### src/rtl/regbank_pkg.sv
package regbank_pkg;

    // Decoded target of the current bus address
    typedef enum logic [2:0] {
        RG_CTRL,
        RG_STATUS,
        RG_ID,
        RG_CMD,
        RG_RAM,
        RG_NONE
    } region_e;

    // Write handshake states
    typedef enum logic {
        WR_IDLE,
        WR_RAM_HOLD
    } wr_state_e;

endpackage

### src/rtl/regbank_ram.sv
module regbank_ram #(
    parameter int DATA_W = 32,
    parameter int DEPTH  = 16,
    localparam int IDX_W = $clog2(DEPTH)
) (
    input  logic              clk,
    input  logic              we,
    input  logic [IDX_W-1:0]  waddr,
    input  logic [DATA_W-1:0] wdata,
    input  logic [IDX_W-1:0]  raddr,
    output logic [DATA_W-1:0] rdata
);

    logic [DATA_W-1:0] mem [DEPTH];

    always_ff @(posedge clk) begin
        if (we) begin
            mem[waddr] <= wdata;
        end
        rdata <= mem[raddr];
    end

endmodule

### src/rtl/regbank_wr_ctrl.sv
module regbank_wr_ctrl
    import regbank_pkg::*;
#(
    parameter int          DATA_W     = 32,
    parameter int          IDX_W      = 4,
    parameter logic [31:0] CTRL_RESET = 32'h0000_00A5
) (
    input  logic              clk,
    input  logic              rst,
    input  logic              wr_req,
    input  region_e           region,
    input  logic [IDX_W-1:0]  ram_idx,
    input  logic [DATA_W-1:0] wdata,
    output logic              wr_ack,
    output logic [DATA_W-1:0] ctrl_q,
    output logic [DATA_W-1:0] cmd_q,
    output logic              cmd_strobe,
    output logic              ram_we,
    output logic [IDX_W-1:0]  ram_wa,
    output logic [DATA_W-1:0] ram_wd
);

    wr_state_e state, state_nx;
    logic      accept;

    assign accept = wr_req && !wr_ack && (state == WR_IDLE);

    always_comb begin
        state_nx = state;
        unique case (state)
            WR_IDLE:     if (accept && region == RG_RAM) state_nx = WR_RAM_HOLD;
            WR_RAM_HOLD: state_nx = WR_IDLE;
            default:     state_nx = WR_IDLE;
        endcase
    end

    always_ff @(posedge clk) begin
        if (rst) state <= WR_IDLE;
        else     state <= state_nx;
    end

    always_ff @(posedge clk) begin
        if (rst) begin
            wr_ack     <= 1'b0;
            ctrl_q     <= CTRL_RESET[DATA_W-1:0];
            cmd_q      <= '0;
            cmd_strobe <= 1'b0;
            ram_we     <= 1'b0;
            ram_wa     <= '0;
            ram_wd     <= '0;
        end else begin
            wr_ack     <= 1'b0;
            cmd_strobe <= 1'b0;
            ram_we     <= 1'b0;
            unique case (state)
                WR_IDLE: begin
                    if (accept) begin
                        if (region == RG_RAM) begin
                            ram_we <= 1'b1;
                            ram_wa <= ram_idx;
                            ram_wd <= wdata;
                        end else begin
                            wr_ack <= 1'b1;
                            if (region == RG_CTRL) ctrl_q <= wdata;
                            if (region == RG_CMD) begin
                                cmd_q      <= wdata;
                                cmd_strobe <= 1'b1;
                            end
                        end
                    end
                end
                WR_RAM_HOLD: wr_ack <= 1'b1;
                default: ;
            endcase
        end
    end


    wr_ack_pulse_chk: assert property (@(posedge clk) disable iff (rst)
        wr_ack |=> !wr_ack);

    cmd_strobe_pulse_chk: assert property (@(posedge clk) disable iff (rst)
        cmd_strobe |=> !cmd_strobe);

    ram_hold_ack_chk: assert property (@(posedge clk) disable iff (rst)
        (state == WR_RAM_HOLD) |=> (wr_ack && state == WR_IDLE));

    ram_we_in_hold_chk: assert property (@(posedge clk) disable iff (rst)
        ram_we |-> (state == WR_RAM_HOLD && !wr_ack));

    reset_state_chk: assert property (@(posedge clk)
        rst |=> (ctrl_q == CTRL_RESET[DATA_W-1:0] && cmd_q == '0 && !wr_ack && !cmd_strobe));

endmodule

### src/rtl/regbank_rd_ctrl.sv
module regbank_rd_ctrl
    import regbank_pkg::*;
#(
    parameter int          DATA_W   = 32,
    parameter logic [31:0] ID_VALUE = 32'hCAFE_0001
) (
    input  logic              clk,
    input  logic              rst,
    input  logic              rd_req,
    input  region_e           region,
    input  logic [DATA_W-1:0] ctrl_q,
    input  logic [DATA_W-1:0] status_in,
    input  logic [DATA_W-1:0] ram_q,
    output logic              rd_ack,
    output logic [DATA_W-1:0] rdata
);

    logic [DATA_W-1:0] rdata_q;
    logic              from_ram;
    logic              accept;

    assign accept = rd_req && !rd_ack;

    always_ff @(posedge clk) begin
        if (rst) begin
            rd_ack   <= 1'b0;
            from_ram <= 1'b0;
            rdata_q  <= 'x;
        end else begin
            rd_ack   <= accept;
            from_ram <= 1'b0;
            rdata_q  <= 'x;
            if (accept) begin
                unique case (region)
                    RG_CTRL:   rdata_q <= ctrl_q;
                    RG_STATUS: rdata_q <= status_in;
                    RG_ID:     rdata_q <= ID_VALUE[DATA_W-1:0];
                    RG_RAM:    from_ram <= 1'b1;
                    default:   rdata_q <= '0;
                endcase
            end
        end
    end

    assign rdata = from_ram ? ram_q : rdata_q;


    rd_accept_chk: assert property (@(posedge clk) disable iff (rst)
        (rd_req && !rd_ack) |=> rd_ack);

    rd_ack_pulse_chk: assert property (@(posedge clk) disable iff (rst)
        rd_ack |=> !rd_ack);

    rd_reset_chk: assert property (@(posedge clk)
        rst |=> !rd_ack);

endmodule

### src/rtl/regbank_slave.sv
module regbank_slave
    import regbank_pkg::*;
#(
    parameter int          DATA_W     = 32,
    parameter int          ADDR_W     = 5,
    parameter int          RAM_DEPTH  = 16,
    parameter int          RAM_BASE   = 16,
    parameter logic [31:0] CTRL_RESET = 32'h0000_00A5,
    parameter logic [31:0] ID_VALUE   = 32'hCAFE_0001
) (
    input  logic              clk,
    input  logic              rst,
    input  logic [ADDR_W-1:0] addr,
    input  logic [DATA_W-1:0] wdata,
    input  logic              rd_req,
    input  logic              wr_req,
    input  logic [DATA_W-1:0] status_in,
    output logic [DATA_W-1:0] rdata,
    output logic              rd_ack,
    output logic              wr_ack,
    output logic [DATA_W-1:0] ctrl_out,
    output logic [DATA_W-1:0] cmd_out,
    output logic              cmd_strobe
);

    localparam int IDX_W = $clog2(RAM_DEPTH);

    region_e           region;
    logic [IDX_W-1:0]  ram_idx;
    logic              ram_we;
    logic [IDX_W-1:0]  ram_wa;
    logic [DATA_W-1:0] ram_wd;
    logic [DATA_W-1:0] ram_q;

    assign ram_idx = addr[IDX_W-1:0];

    always_comb begin
        if (int'(addr) >= RAM_BASE && int'(addr) < RAM_BASE + RAM_DEPTH) region = RG_RAM;
        else if (int'(addr) == 0) region = RG_CTRL;
        else if (int'(addr) == 1) region = RG_STATUS;
        else if (int'(addr) == 2) region = RG_ID;
        else if (int'(addr) == 3) region = RG_CMD;
        else                      region = RG_NONE;
    end

    regbank_wr_ctrl #(
        .DATA_W(DATA_W), .IDX_W(IDX_W), .CTRL_RESET(CTRL_RESET)
    ) u_wr (
        .clk(clk), .rst(rst), .wr_req(wr_req), .region(region),
        .ram_idx(ram_idx), .wdata(wdata), .wr_ack(wr_ack),
        .ctrl_q(ctrl_out), .cmd_q(cmd_out), .cmd_strobe(cmd_strobe),
        .ram_we(ram_we), .ram_wa(ram_wa), .ram_wd(ram_wd)
    );

    regbank_ram #(.DATA_W(DATA_W), .DEPTH(RAM_DEPTH)) u_ram (
        .clk(clk), .we(ram_we), .waddr(ram_wa), .wdata(ram_wd),
        .raddr(ram_idx), .rdata(ram_q)
    );

    regbank_rd_ctrl #(.DATA_W(DATA_W), .ID_VALUE(ID_VALUE)) u_rd (
        .clk(clk), .rst(rst), .rd_req(rd_req), .region(region),
        .ctrl_q(ctrl_out), .status_in(status_in), .ram_q(ram_q),
        .rd_ack(rd_ack), .rdata(rdata)
    );


    dual_accept_chk: assert property (@(posedge clk) disable iff (rst)
        (rd_req && !rd_ack && wr_req && !wr_ack && !ram_we && region != RG_RAM)
        |=> (rd_ack && wr_ack));

endmodule

### config.mk
export PLATFORM = sky130hd
export DESIGN_NAME = regbank_slave
export DESIGN_NICKNAME = d
export VERILOG_FILES = /design/src/rtl/regbank_pkg.sv /design/src/rtl/regbank_ram.sv /design/src/rtl/regbank_wr_ctrl.sv /design/src/rtl/regbank_rd_ctrl.sv /design/src/rtl/regbank_slave.sv
export SDC_FILE = /design/constraint.sdc
export NUM_CORES = 1
export LEC_CHECK = 0
export ABC_AREA = 1
export ABC_CLOCK_PERIOD_IN_PS = 3800
export BUFFER_PORTS_ARGS = -buffer_cell sky130_fd_sc_hd__buf_2
export CORE_UTILIZATION = 60
export CTS_BUF_LIST = sky130_fd_sc_hd__clkbuf_16
export DETAILED_ROUTE_END_ITERATION = 8
export MAX_ROUTING_LAYER = met4
export PLACE_DENSITY = 0.82
export SLEW_MARGIN = 40
export SYNTH_ARGS = -nofsm -noshare
export SYNTH_HDL_FRONTEND = slang
export SYNTH_HIERARCHICAL = 1
export SYNTH_SLANG_ARGS = --single-unit
### constraint.sdc
create_clock -name clk -period 3.8 [get_ports clk]
set_input_delay 0.38 -clock clk [delete_from_list [all_inputs] [get_ports clk]]
set_output_delay 0.38 -clock clk [all_outputs]
set_load 0.02 [all_outputs]
==> results of run 1 <==
## per-stage QoR
step / worst slack (ps) / cell area (µm²) / cells / total power, mW / hold WS, ps
after global routing: 1020 / 32100 / 3796 / 16.0 / 20.7
final: 1200 / 32100 / 3796 / 15.6 / 25.2
after CTS: 1240 / 32100 / 3793 / 15.6 / 5.37
after global placement: 793 / 29800 / 3664 / 9.34 / 462
after detailed placement: 713 / 29900 / 3668 / 9.38 / 469
after floorplan: 1480 / 28700 / 2999 / 9.03 / 452
## sequential cells by signal, indices dropped and copies added (netlist names)
signal / flops
u_rd/from_ram: 1
u_wr/wr_ack: 1
u_rd/rd_ack: 1
u_wr/ram_wa: 4
u_wr/ram_wd: 32
u_rd/rdata_q: 32
u_wr/ctrl_q: 32
u_ram/rdata: 32
u_wr/cmd_strobe: 1
u_ram/mem: 512
u_wr/ram_we: 1
u_wr/cmd_q: 32
u_wr/state: 1
## cells in the mapped netlist (11+ instances only)
library cell / instances / area, µm²
sky130_fd_sc_hd__buf_2: 59 / 295
sky130_fd_sc_hd__buf_4: 11 / 82.6
sky130_fd_sc_hd__nand3_1: 439 / 2200
sky130_fd_sc_hd__buf_6: 34 / 383
sky130_fd_sc_hd__buf_1: 23 / 86.3
sky130_fd_sc_hd__nand2_1: 877 / 3290
sky130_fd_sc_hd__nor2_1: 186 / 698
sky130_fd_sc_hd__o21ai_0: 74 / 370
sky130_fd_sc_hd__inv_1: 521 / 1960
sky130_fd_sc_hd__dfxtp_1: 170 / 3400
sky130_fd_sc_hd__edfxtp_1: 512 / 15400
sky130_fd_sc_hd__clkbuf_1: 32 / 120
sky130_fd_sc_hd__nand4_1: 33 / 206
## final timing paths
path | from | to | slack (ps) | depth (start not counted)
worst min register to register | u_wr/cmd_q[20] | u_wr/cmd_q[20] | 490 | 2
worst min-delay path | status_in[20] | u_rd/rdata_q[20] | 30 | 3
worst max register to register | u_wr/ram_wa[2] | u_ram/mem[9][3] | 1430 | 3
worst max-delay path | addr[3] | u_wr/ctrl_q[18] | 1200 | 11
## worst max-delay path, cell delays in order
cell                      delay (ps)
sky130_fd_sc_hd__buf_2           120
sky130_fd_sc_hd__nor2_2           70
sky130_fd_sc_hd__nand2_2         190
sky130_fd_sc_hd__nor2_2           40
sky130_fd_sc_hd__buf_4           200
sky130_fd_sc_hd__nor2_4          620
sky130_fd_sc_hd__nand4_1         780
sky130_fd_sc_hd__buf_4           470
sky130_fd_sc_hd__nand2_1          80
sky130_fd_sc_hd__inv_1            40
sky130_fd_sc_hd__nor2_1          120
## routing by layer
metal  global-route usage [%]  vias up
li1                         -     9796
met1                     41.7    10200
met2                     51.8     1531
met3                     5.79      285
met4                     16.7        0
met5                        -        -
## repair_timing
| item | in CTS | in global routing |
|---|---|---|
| setup endpoints to repair | 0 | 0 |
| hold endpoints to repair | 6 | 0 |
| hold buffers | 6 | 0 |
## cells in the final DEF, fill, tap and decap left out, drive strengths merged
master / instances
nand3b: 3
o21ai: 75
dlygate4sd3: 6
inv: 548
nand2: 879
nor3: 2
nand3: 444
clkinv: 22
buf: 224
edfxtp: 512
nor2: 193
nand4: 33
bufinv: 4
clkinvlp: 1
a21oi: 2
clkbuf: 71
dfxtp: 170
## area by class of cell
class / count / share of cell area, %
clock buffers: 70 / 5.45
inverters: 526 / 6.18
repair buffers: 231 / 4.58
clock inverters: 49 / 0.981
well taps: 607 / 2.36
multi-input cells: 1631 / 22.0
flip-flops and latches: 682 / 58.4
## power breakdown
group	switching [mW]	total [mW]	internal, mW
Clock	2.73	6.33	3.59
Combinational	0.655	0.918	0.263
Sequential	0.205	8.36	8.15
## cell families after synthesis
kind of cell           share of synthesized area, %
AND/OR/NAND/NOR                                22.8
AO/OA/AOI/OAI                                  1.34
buffers and inverters                          10.3
flip-flops                                     65.5
==> results_tabular.tex, run 1 <==
\begin{tabular}{lr}
\hline
Metric & Value \\
\hline
\multicolumn{2}{l}{\textbf{Run status}} \\
Outcome & finished with violations \\
Violated checks & DRC \\
\multicolumn{2}{l}{\textbf{STA}} \\
Minimum clock period & 2600 ps \\
Headroom to the max-slew limit & 42.3\% \\
Pins Over Slew Limit & 0 \\
Worst-Margin Slew & 863 ps \\
Setup Skew & 14.6 ps \\
Number of hold violations in the final report & 0 \\
Ratio of final minimum period to clock period & 68.5\% \\
Maximum clock frequency & 384 MHz \\
Total Neg Setup Slack & 0 ps \\
Unrepaired setup endpoints after global routing & no \\
Number of failing setup endpoints in the final timing report & 0 \\
\multicolumn{2}{l}{\textbf{Drt}} \\
Pre-antenna DRT Iters & 9 \\
Routed wire length per instance & 20.6 µm \\
Post-detailed-route count of antenna-violating nets & 0 \\
Highest layer used for signal routing & met4 \\
Length of routed wiring on met1 & 28.2 mm \\
Via Count & 21800 \\
Wire length on met2 & 37.3 mm \\
Met3 WL post-DR & 8.80 mm \\
Drt via density & 5.74 \\
Sum of routed wire length over all layers & 78.2 mm \\
Detailed Route Iter0 Violations & 3287 \\
DRC violations left & 1 \\
\multicolumn{2}{l}{\textbf{Yosys}} \\
Number of enable-type register cells in the synthesized netlist & 512 \\
Count of state elements after synthesis & 682 \\
Number of library cell types mapped by synthesis & 24 \\
Post-synth net total & 3072 \\
Flip-flop cell with the highest count after synthesis & sky130\_fd\_sc\_hd\_\_edfxtp\_1 \\
Share of flip-flops with an asynchronous set or reset after synthesis & 0\% \\
Count of yosys warnings during synthesis & 6 \\
Cell Area, Synth & 28700 µm² \\
Gate Count Post-Synth & 2999 \\
Post-synthesis area per instance & 9.56 µm² \\
Part of the Yosys area used for sequential elements & 65.5\% \\
\multicolumn{2}{l}{\textbf{Clock network}} \\
H-tree depth & 3 \\
Max Root-Sink Buffers & 3 \\
Sinks on Clock Net & 682 \\
TritonCTS clock tree & done \\
Cells resized by post-CTS repair & 0 \\
Number of post-CTS setup repair buffers & 0 \\
Clk root buf & sky130\_fd\_sc\_hd\_\_clkbuf\_16 \\
Number of buffers created by CTS & 67 \\
Clock Pin Slew Worst Setup and Hold Paths & 60 ps \\
Worst-Skew Late Latency & 600 ps \\
\multicolumn{2}{l}{\textbf{Die}} \\
Initial core utilization & 61.2\% \\
Placeable core area & 46900 µm² \\
Total Die Area & 48700 µm² \\
Num rows & 79 \\
Height of the die & 221 µm \\
Number of ports placed on the die boundary & 172 \\
Die extent in x & 221 µm \\
\multicolumn{2}{l}{\textbf{Worst setup path}} \\
Required @ worst endpoint & 4330 ps \\
Critical Path Sink Type & register \\
Worst Path Arrival & 3130 ps \\
CP Max Fanout & 34 \\
Kind of critical path & in2reg \\
Type of origin of the critical path & input port \\
\multicolumn{2}{l}{\textbf{Min path}} \\
Worst hold path type & in2reg \\
\multicolumn{2}{l}{\textbf{Place}} \\
GP Congestion & 0.956 \\
Number of port buffers & 171 \\
DP HPWL & 45.4 mm \\
\multicolumn{2}{l}{\textbf{Power and ir drop}} \\
Standby leakage power & 14.3 nW \\
Worst IR drop on VDD & 0.000630 V \\
Total power per unit cell area & 486 nW/µm² \\
\multicolumn{2}{l}{\textbf{Finish}} \\
Fin nets & 3212 \\
Core occupancy in the finished layout & 68.6\% \\
Number of inserted filler cells in the final layout & 3247 \\
Area of combinational cells with multiple inputs & 7070 µm² \\
Area growth, synth to finish & 12.0\% \\
Storage element area & 18800 µm² \\
Fraction of layout instances using a drive strength above 1 & 11.0\% \\
Number of antenna cells inserted & 0 \\
\multicolumn{2}{l}{\textbf{Job}} \\
Max-cap violations & 0 \\
\multicolumn{2}{l}{\textbf{GRT}} \\
Number of global-route vias before repair & 20800 \\
All-Layer GR Usage & 33.1\% \\
Remaining global-route overflow & 0 \\
Maximum number of pins on one net before global-route repair & 199 \\
Global-route wire length before repair & 116 mm \\
Initial antenna violation count & 0 \\
\hline
\end{tabular}
(Power assumes the default switching activity.)
==> run 2, diff against run 1 <==
--- a/config.mk
+++ b/config.mk
@@ -6,13 +6,13 @@
 export NUM_CORES = 1
 export LEC_CHECK = 0
 export ABC_AREA = 1
-export ABC_CLOCK_PERIOD_IN_PS = 3800
+export ABC_CLOCK_PERIOD_IN_PS = 2200
 export BUFFER_PORTS_ARGS = -buffer_cell sky130_fd_sc_hd__buf_2
-export CORE_UTILIZATION = 60
+export CORE_UTILIZATION = 55
 export CTS_BUF_LIST = sky130_fd_sc_hd__clkbuf_16
 export DETAILED_ROUTE_END_ITERATION = 8
 export MAX_ROUTING_LAYER = met4
-export PLACE_DENSITY = 0.82
+export PLACE_DENSITY = 0.79
 export SLEW_MARGIN = 40
 export SYNTH_ARGS = -nofsm -noshare
 export SYNTH_HDL_FRONTEND = slang
==> constraint.sdc (replaced) <==
create_clock -name clk -period 2.2 [get_ports clk]
set_input_delay 0.22 -clock clk [delete_from_list [all_inputs] [get_ports clk]]
set_output_delay 0.22 -clock clk [all_outputs]
set_load 0.02 [all_outputs]
==> run 2 against run 1 <==
The run now ends clean. Worst hold slack better by 52 ps. Sequential power increased by 72%. Cell area grew 2.9%. Sequential share of layout area is 1.6 points lower. Power up 72%. Critical endpoint is now rdata[2]. Highest routed layer unchanged.
==> results_tabular.tex, run 2 (synthesis results as in run 1) <==
\begin{tabular}{lr}
\hline
Metric & Value \\
\hline
\multicolumn{2}{l}{\textbf{STA}} \\
Setup Skew & 25.7 ps \\
Pins Over Slew Limit & 0 \\
Number of hold violations in the final report & 0 \\
Ratio of final minimum period to clock period & 94.3\% \\
Maximum clock frequency & 482 MHz \\
Unrepaired setup endpoints after global routing & no \\
Minimum clock period & 2070 ps \\
Number of failing setup endpoints in the final timing report & 0 \\
Worst-Margin Slew & 780 ps \\
Headroom to the max-slew limit & 47.9\% \\
\multicolumn{2}{l}{\textbf{Drt}} \\
DRC violations left & 0 \\
Detailed Route Iter0 Violations & 2534 \\
Routed wire length per instance & 19.4 µm \\
Post-detailed-route count of antenna-violating nets & 0 \\
Pre-antenna DRT Iters & 6 \\
Sum of routed wire length over all layers & 76.9 mm \\
Drt via density & 5.48 \\
Via Count & 21700 \\
\multicolumn{2}{l}{\textbf{Finish}} \\
Commonest cells after routing, fill and taps aside & sky130\_fd\_sc\_hd\_\_nand2\_1 (877), sky130\_fd\_sc\_hd\_\_inv\_1 (541), sky130\_fd\_sc\_hd\_\_edfxtp\_1 (512) \\
Number of inserted filler cells in the final layout & 3692 \\
Fraction of layout instances using a drive strength above 1 & 11.3\% \\
Area growth, synth to finish & 15.3\% \\
Fin area & 33100 µm² \\
Non-filler cells, final & 3953 \\
Most common cell after layout, fill and taps aside & sky130\_fd\_sc\_hd\_\_nand2\_1 \\
Fin nets & 3292 \\
Largest register by flop count & u\_ram/mem \\
Number of flip-flops in the largest register & 512 \\
\multicolumn{2}{l}{\textbf{Die}} \\
Height of the die & 230 µm \\
Die extent in x & 230 µm \\
Initial core utilization & 55.8\% \\
Num rows & 83 \\
Placeable core area & 51400 µm² \\
Number of ports placed on the die boundary & 172 \\
Total Die Area & 53100 µm² \\
\multicolumn{2}{l}{\textbf{Place}} \\
GP Congestion & 0.869 \\
Number of port buffers & 171 \\
DP HPWL & 43.6 mm \\
Post-Place Cell Area & 30400 µm² \\
Total placed cells including tap cells & 3764 \\
\multicolumn{2}{l}{\textbf{Clock network}} \\
Number of buffers created by CTS & 67 \\
Sinks on Clock Net & 682 \\
Max Root-Sink Buffers & 3 \\
Clk root buf & sky130\_fd\_sc\_hd\_\_clkbuf\_16 \\
TritonCTS clock tree & done \\
Clock Pin Slew Worst Setup and Hold Paths & 70 ps \\
H-tree depth & 3 \\
Number of post-CTS setup repair buffers & 0 \\
Worst-Skew Late Latency & 610 ps \\
\multicolumn{2}{l}{\textbf{GRT}} \\
Met1 usage & 37.4\% \\
Met3 usage in global routing & 4.89\% \\
All-Layer GR Usage & 29.9\% \\
Maximum number of pins on one net before global-route repair & 99 \\
Number of global-route vias before repair & 20600 \\
Remaining global-route overflow & 0 \\
Global-route wire length before repair & 117 mm \\
Peak-usage layer in the global routing report & met2 \\
Routing usage on met2 & 47.6\% \\
Initial antenna violation count & 3 \\
\multicolumn{2}{l}{\textbf{Power and ir drop}} \\
Standby leakage power & 14.7 nW \\
Total power per unit cell area & 812 nW/µm² \\
Final Power & 26.8 mW \\
Worst IR drop on VDD & 0.000638 V \\
\multicolumn{2}{l}{\textbf{Run status}} \\
Outcome & finished, final reports clean \\
\multicolumn{2}{l}{\textbf{Worst setup path}} \\
Worst Path Arrival & 1850 ps \\
Required @ worst endpoint & 1980 ps \\
Critical Path Sink Type & primary output \\
Kind of critical path & reg2out \\
CP Max Fanout & 34 \\
Type of origin of the critical path & register \\
\multicolumn{2}{l}{\textbf{Job}} \\
Max-cap violations & 0 \\
\multicolumn{2}{l}{\textbf{Min path}} \\
Worst hold path type & in2reg \\
\hline
\end{tabular}
==> run 2: path summary, 6_finish.rpt <==
kind                            depth (start not counted)  slack [ps]      startpoint               end
worst max-delay path                                    4         130   u_rd/from_ram          rdata[2]
worst min-delay path                                    5          80          wr_req       u_wr/wr_ack
worst max register to register                          3         440  u_wr/ram_wa[3]  u_ram/mem[5][18]
worst min register to register                          2         480      u_wr/state       u_wr/wr_ack
==> run 2: metrics by stage <==
stage | TNS [ps] | hold slack [ps] | utilization (%) | setup slack (ps)
after floorplan | -49280 | 292 | - | -122
after global placement | 0 | 443 | 59.0 | 131
after detailed placement | 0 | 444 | 59.1 | 69.9
after CTS | 0 | 64.1 | 64.3 | 56.0
after global routing | 0 | 111 | 64.3 | 78.3
final | 0 | 77.5 | 64.3 | 125
==> run 2: layout make-up <==
type                       instances  area [µm²]  area share, %
antenna                            3        7.51         0.0227
clock inverter                    51         292          0.882
multi-input combinational       1631        7070           21.4
clock buffer                      69        1730           5.22
sequential                       682       18800           56.8
inverter                         526        1980           5.99
timing repair buffer             311        2360           7.13
tap                              680         851           2.57
==> run 2: repair_timing <==
item / CTS / global route
hold buffers: 66 / 0
resized for setup: 0 / 1
hold endpoints to repair: 98 / 0
endpoints found under the setup margin: 0 / 1
==> run 2: power breakdown <==
part	leakage (nW)	internal (mW)	total [mW]	switching, mW
combinational	7.21	0.566	1.72	1.15
clock	1.08	6.02	10.7	4.67
sequential	6.43	14.1	14.4	0.345
==> run 2: worst max-delay path, cell delays in order (launching register included) <==
cell and delay [ps]:
sky130_fd_sc_hd__dfxtp_2 480, sky130_fd_sc_hd__buf_6 280, sky130_fd_sc_hd__nand2_1 100, sky130_fd_sc_hd__o21ai_0 150, sky130_fd_sc_hd__buf_2 230
==> run 2: layer usage <==
layer / share of wire (%) / vias to the layer above
met4: 4.5 / 0
met2: 48 / 1280
met5: 0 / -
met3: 10 / 232
met1: 37 / 10200
li1: - / 9968
